**config.mk**
```make
export PLATFORM = sky130hd
export DESIGN_NAME = dual_sar_ctrl
export DESIGN_NICKNAME = d
export VERILOG_FILES = /design/src/rtl/dual_sar_pkg.sv /design/src/rtl/sar_period_timer.sv /design/src/rtl/sar_role_ctrl.sv /design/src/rtl/sar_code_reg.sv /design/src/rtl/sar_result_reg.sv /design/src/rtl/dual_sar_ctrl.sv
export SDC_FILE = /design/constraint.sdc
export NUM_CORES = 1
export LEC_CHECK = 0
export ABC_AREA = 1
export ABC_CLOCK_PERIOD_IN_PS = 2600
export CAP_MARGIN = 10
export CORE_ASPECT_RATIO = 1.75
export CORE_UTILIZATION = 55
export CTS_CLUSTER_DIAMETER = 150
export DETAILED_ROUTE_END_ITERATION = 10
export DONT_BUFFER_PORTS = 1
export GPL_ROUTABILITY_DRIVEN = 1
export PLACE_DENSITY = 0.7
export SYNTH_ARGS = -nofsm -noshare
export SYNTH_HDL_FRONTEND = slang
export SYNTH_HIERARCHICAL = 1
export SYNTH_SLANG_ARGS = --single-unit
```
**constraint.sdc**
```tcl
create_clock -name clk_i -period 2.6 [get_ports clk_i]
set_clock_uncertainty 0.1 [all_clocks]
set_input_delay 0.52 -clock clk_i [delete_from_list [all_inputs] [get_ports clk_i]]
set_output_delay 0.52 -clock clk_i [all_outputs]
set_load 0.03 [all_outputs]
```
**src/rtl/dual_sar_pkg.sv**
```systemverilog
package dual_sar_pkg;
  typedef enum logic {
    ROLE_A_SMP = 1'b0,
    ROLE_B_SMP = 1'b1
  } role_e;

  function automatic logic [31:0] mid_code(input int nbits);
    return 32'(1) << (nbits - 1);
  endfunction
endpackage

```
**src/rtl/sar_period_timer.sv**
```systemverilog
module sar_period_timer #(
  parameter int PERIOD = 48,
  parameter int NBITS  = 9
) (
  input  logic             clk_i,
  input  logic             rst_ni,
  output logic             strobe_o,
  output logic             load_o,
  output logic             swap_o,
  output logic             last_o,
  output logic [NBITS-1:0] test_mask_o,
  output logic [NBITS-1:0] next_mask_o
);
  localparam int CNT_W = $clog2(PERIOD);
  localparam logic [CNT_W-1:0] LAST_CNT = CNT_W'(PERIOD - 1);
  localparam logic [CNT_W-1:0] NB_CNT   = CNT_W'(NBITS);

  logic [CNT_W-1:0] cnt_q;

  always_ff @(posedge clk_i or negedge rst_ni) begin
    if (!rst_ni)              cnt_q <= '0;
    else if (cnt_q == LAST_CNT) cnt_q <= '0;
    else                      cnt_q <= cnt_q + 1'b1;
  end

  assign strobe_o = (cnt_q != '0) && (cnt_q <= NB_CNT);
  assign last_o   = (cnt_q == NB_CNT);
  assign swap_o   = (cnt_q == LAST_CNT);
  // cycle 0 loads the trial for the MSB (covers the first period after reset)
  assign load_o   = (cnt_q == '0) || swap_o;

  // bit k is under test in cycle NBITS-k; next_mask pre-sets bit k one cycle earlier
  for (genvar k = 0; k < NBITS; k++) begin : g_mask
    assign test_mask_o[k] = strobe_o && (cnt_q == CNT_W'(NBITS - k));
    if (k < NBITS - 1) begin : g_nxt
      assign next_mask_o[k] = strobe_o && (cnt_q == CNT_W'(NBITS - 1 - k));
    end else begin : g_top
      assign next_mask_o[k] = 1'b0;
    end
  end
endmodule

```
**src/rtl/sar_role_ctrl.sv**
```systemverilog
module sar_role_ctrl
  import dual_sar_pkg::*;
#(
  parameter int GAIN_W = 2
) (
  input  logic              clk_i,
  input  logic              rst_ni,
  input  logic              swap_i,
  input  logic [GAIN_W-1:0] gain_sel_i,
  output role_e             role_o,
  output logic              sel_a_smp_o,
  output logic              sel_b_smp_o,
  output logic [GAIN_W-1:0] gain_o
);
  role_e             role_q;
  logic [GAIN_W-1:0] gain_q;

  always_ff @(posedge clk_i or negedge rst_ni) begin
    if (!rst_ni) begin
      role_q <= ROLE_A_SMP;
      gain_q <= '0;
    end else if (swap_i) begin
      role_q <= (role_q == ROLE_A_SMP) ? ROLE_B_SMP : ROLE_A_SMP;
      gain_q <= gain_sel_i;
    end
  end

  assign role_o      = role_q;
  assign sel_a_smp_o = (role_q == ROLE_A_SMP);
  assign sel_b_smp_o = (role_q == ROLE_B_SMP);
  assign gain_o      = gain_q;
endmodule

```
**src/rtl/sar_code_reg.sv**
```systemverilog
module sar_code_reg #(
  parameter int NBITS = 9
) (
  input  logic             clk_i,
  input  logic             rst_ni,
  input  logic             load_i,
  input  logic             conv_i,
  input  logic             strobe_i,
  input  logic             cmp_above_i,
  input  logic [NBITS-1:0] test_mask_i,
  input  logic [NBITS-1:0] next_mask_i,
  output logic [NBITS-1:0] code_o,
  output logic [NBITS-1:0] code_nxt_o
);
  localparam logic [NBITS-1:0] MID = NBITS'(dual_sar_pkg::mid_code(NBITS));

  logic [NBITS-1:0] code_q;

  always_comb begin
    code_nxt_o = code_q;
    if (load_i)
      code_nxt_o = MID;
    else if (conv_i && strobe_i)
      code_nxt_o = (code_q & ~(cmp_above_i ? test_mask_i : '0)) | next_mask_i;
  end

  always_ff @(posedge clk_i or negedge rst_ni) begin
    if (!rst_ni) code_q <= '0;
    else         code_q <= code_nxt_o;
  end

  assign code_o = code_q;
endmodule

```
**src/rtl/sar_result_reg.sv**
```systemverilog
module sar_result_reg #(
  parameter int NBITS = 9
) (
  input  logic             clk_i,
  input  logic             rst_ni,
  input  logic             capture_i,
  input  logic [NBITS-1:0] data_i,
  output logic [NBITS-1:0] result_o,
  output logic             valid_o
);
  always_ff @(posedge clk_i or negedge rst_ni) begin
    if (!rst_ni) begin
      result_o <= '0;
      valid_o  <= 1'b0;
    end else begin
      valid_o <= capture_i;
      if (capture_i) result_o <= data_i;
    end
  end
endmodule

```
**src/rtl/dual_sar_ctrl.sv**
```systemverilog
module dual_sar_ctrl
  import dual_sar_pkg::*;
#(
  parameter int NBITS  = 9,
  parameter int PERIOD = 48,
  parameter int GAIN_W = 2
) (
  input  logic              clk_i,
  input  logic              rst_ni,
  input  logic [GAIN_W-1:0] gain_sel_i,
  input  logic              cmp_above_i,
  output logic              cmp_strobe_o,
  output logic              sel_a_smp_o,
  output logic              sel_b_smp_o,
  output logic [NBITS-1:0]  dac_a_code_o,
  output logic [NBITS-1:0]  dac_b_code_o,
  output logic [GAIN_W-1:0] gain_o,
  output logic [NBITS-1:0]  result_o,
  output logic              valid_o
);
  localparam int NDAC = 2;

  logic             strobe, load, swap, last;
  logic [NBITS-1:0] test_mask, next_mask;
  role_e            role;
  logic [NBITS-1:0] code    [NDAC];
  logic [NBITS-1:0] code_nxt[NDAC];
  logic [NBITS-1:0] conv_nxt;

  sar_period_timer #(.PERIOD(PERIOD), .NBITS(NBITS)) u_timer (
    .clk_i       (clk_i),
    .rst_ni      (rst_ni),
    .strobe_o    (strobe),
    .load_o      (load),
    .swap_o      (swap),
    .last_o      (last),
    .test_mask_o (test_mask),
    .next_mask_o (next_mask)
  );

  sar_role_ctrl #(.GAIN_W(GAIN_W)) u_role (
    .clk_i       (clk_i),
    .rst_ni      (rst_ni),
    .swap_i      (swap),
    .gain_sel_i  (gain_sel_i),
    .role_o      (role),
    .sel_a_smp_o (sel_a_smp_o),
    .sel_b_smp_o (sel_b_smp_o),
    .gain_o      (gain_o)
  );

  // index 0 is DAC A, index 1 is DAC B; a DAC converts while the other samples
  for (genvar d = 0; d < NDAC; d++) begin : g_dac
    localparam role_e CONV_ROLE = (d == 0) ? ROLE_B_SMP : ROLE_A_SMP;
    sar_code_reg #(.NBITS(NBITS)) u_code (
      .clk_i       (clk_i),
      .rst_ni      (rst_ni),
      .load_i      (load),
      .conv_i      (role == CONV_ROLE),
      .strobe_i    (strobe),
      .cmp_above_i (cmp_above_i),
      .test_mask_i (test_mask),
      .next_mask_i (next_mask),
      .code_o      (code[d]),
      .code_nxt_o  (code_nxt[d])
    );
  end

  assign conv_nxt = (role == ROLE_A_SMP) ? code_nxt[1] : code_nxt[0];

  sar_result_reg #(.NBITS(NBITS)) u_result (
    .clk_i     (clk_i),
    .rst_ni    (rst_ni),
    .capture_i (strobe && last),
    .data_i    (conv_nxt),
    .result_o  (result_o),
    .valid_o   (valid_o)
  );

  assign cmp_strobe_o = strobe;
  assign dac_a_code_o = code[0];
  assign dac_b_code_o = code[1];
endmodule

```
==> qor.txt <==
ys flop type = dfrtp_1
clock latency at the later pin of the worst-skew pair = 290 ps
CP Launch Type = register
Final Util = 61.6%
FF+latch area = 926 um2
Remaining DRCs = 0
simple-gate share of the synthesized area = 30.1%
Pleak = 1.04 nW
maximum VDD drop = 0.000385 V
Final Hold Vio Count = 0
Slew @ Worst Pin = 582 ps
deepest clock path buffer count = 2
Die W = 47.7 um
status = finished, final reports clean
share of the synthesized area in the top cell type = 46.1%
clk slew on worst S/H paths = 70 ps
total clock buffers created by CTS = 5
Root Driver = clkbuf_8
placed wire-length estimate = 3.10 mm
DR vias = 1570
Initial Util = 58.5%
f_max = 0.431 GHz
post-synthesis compound-gate area fraction = 9.46%
Post-Synth XOR/XNOR Area = 0.436%
post-synthesis instance area = 2010 um2
Slowest cell on crit path = dfrtp_1
gr ovfl total = 0
TritonCTS clock tree = built
max_cap viols = 0
slowest cell delay on critical path = 430 ps
Syn Nets = 269
CP most frequent cell = inv_1
largest cells by area after synthesis = dfrtp_1 46%, nand2_1 20%, buf_4 4.9%
synth unique cells = 25
CP arrival = 1700 ps
PwrDens = 540 nW/um2
Cells after DPL = 291
synth cell count leaders = 108 x nand2_1, 37 x dfrtp_1, 18 x a21oi_1
Via density = 5.22
Synth Area per Inst = 7.76 um2
relative slew slack = 61.1%
GRT Overall Usage = 24.3%
filler cell count = 341
largest net degree at the start of global routing = 38
CP Cell Sequence = inv_1 > ha_1 > inv_1 > nor2_2 > nand2_2 > nand2_2 > inv_1 > buf_4
post-route minimum period = 2320 ps
DP Worst Slack = 455 ps
Cell Area, Placed = 1970 um2
final-stage net count = 265
first-pass GRT wire length = 6.71 mm
vias in the first global route = 1436
Detailed Route Iter0 Violations = 47
asr flop ratio synth = 100%
Worst Setup Slack, final = 278 ps
RSZ-0062 raised after global routing = no
Hold WS = 247 ps
Setup Viol. Count Final = 0
Adder-Cell Fraction of Synth Area = 3.11%
die height = 82.0 um
Final TNS setup = 0 ps
crit share post-route = 89.3%
most common cell in the netlist = nand2_1
Final ANT Viol Nets = 0
post-synth top area cell = dfrtp_1
die area = 3910 um2
synth warn = 6
sequential share of the synthesized area = 46.1%
initial antenna violation count = 0
Core Area = 3430 um2
Worst Path Max Fanout = 6
synthesized instance count = 259
Post-synth EDFFs = 0
ratio of cells with drive above 1 in the final layout = 11.3%
Synth Register Bits = 37
CP required = 1980 ps
CP endpoint kind = output port
Final Total Pwr = 1.14 mW
drt total wl = 4.17 mm
CP Buf/Inv Count = 4
Max Transition Viols Final = 0
DR pass1 iterations = 4
I/O Buffers = 0
Std-Cell Rows = 28
worst min path class = in2reg
H-tree levels = 2
Layout area overhead = 5.23%
n_diodes = 0
area of the multi-input gates = 871 um2
I/O pin cnt = 38
Crit Path Class = reg2out
Crit path max-delay family = buffers and inverters
largest family of logic cells by synthesized area = simple AND/OR/NAND/NOR gates
post-route insts no fill = 301
mux share of post-synthesis cell area = 0%
routability cong. = 0.903
clk sinks = 37
post-DR wirelength/cell = 13.8 um
cts repair resizes = 0
Layout Cell Area excl Fill = 2110 um2
[cell families after synthesis]
family	after synthesis
xor gates and xnor gates	1
other	1
buffers and inverters	37
and+or+nand+nor	140
AOI/OAI and AO/OA	38
adders and majority gates	5
DFF	37
[flip-flops by register name, summed over array words and instances (netlist names)]
register,cells
g_dac.u_code/code_o,18
u_result/result_o,9
u_timer/cnt_q,6
u_role/gain_o,2
u_result/valid_o,1
u_role/role_o,1
[routing by layer]
layer | up-vias | GRT usage (%) | routed length (um)
li1 | 791 | - | -
met1 | 728 | 24.7 | 1600
met2 | 44 | 43.4 | 2280
met3 | 7 | 4.62 | 192
met4 | 0 | 13.1 | 89
met5 | - | 0 | 0
[layout make-up]
type	count	share of cell area [%]
Sequential cell	37	43.8
Multi-Input combinational cell	185	41.2
Clock buffer	7	4.08
Inverter	20	4.02
Timing Repair Buffer	6	2.84
Tap cell	45	2.66
Clock inverter	1	1.42
[power breakdown]
part           leakage [nW]  switching, mW  internal, mW
Combinational         0.515         0.0171       0.00843
Clock                0.0585          0.199         0.313
Sequential            0.470         0.0214         0.583
Total                  1.04          0.238         0.904
[worst register-to-register path: cells and delay by family, from the launching register on]
kind / cells / cell delay (ps)
fa+ha+maj: 1 / 200
buf+inv: 4 / 460
compound gates: 1 / 230
simple gates: 9 / 680
flops: 1 / 430
[layout by cell type (no fill, tap or decap)]
| cell type | count |
|---|---|
| a21oi_1 | 18 |
| buf_12 | 1 |
| buf_4 | 4 |
| bufinv_16 | 1 |
| clkbuf_1 | 1 |
| clkbuf_8 | 6 |
| clkinv_4 | 2 |
| conb_1 | 1 |
| dfrtp_1 | 37 |
| dlygate4sd3_1 | 1 |
| ha_1 | 5 |
| inv_1 | 13 |
| inv_2 | 5 |
| nand2_1 | 108 |
| nand2_2 | 3 |
| nand2_4 | 2 |
| nand3_1 | 4 |
| nand3_2 | 2 |
| nand3b_1 | 2 |
| nand4_1 | 2 |
| nor2_1 | 10 |
| nor2_2 | 1 |
| nor2_4 | 2 |
| nor3_1 | 2 |
| nor3b_1 | 2 |
| o21ai_0 | 6 |
| o21ai_1 | 14 |
| xor2_1 | 1 |
[what timing repair did]
item / in CTS / in global routing
buffers inserted: 0 / 0
hold buffers: 2 / 0
hold endpoints to repair: 37 / 0
[path summary, 6_finish.rpt]
check	start	to	slack, ps	depth (start not counted)
max	u_timer/cnt_q[0]$_DFF_PN0_	cmp_strobe_o	280	8
max in group asynchronous	rst_ni	u_timer/cnt_q[5]$_DFF_PN0_	1630	2
min	gain_sel_i[1]	u_role/gain_o[1]$_DFFE_PN0P_	250	2
min in group asynchronous	rst_ni	u_result/result_o[7]$_DFFE_PN0P_	590	2
max reg2reg	u_timer/cnt_q[0]$_DFF_PN0_	u_result/result_o[1]$_DFFE_PN0P_	460	15
min reg2reg	u_timer/cnt_q[0]$_DFF_PN0_	u_timer/cnt_q[0]$_DFF_PN0_	440	1
No activity file was read; power rests on OpenSTA's default activity.
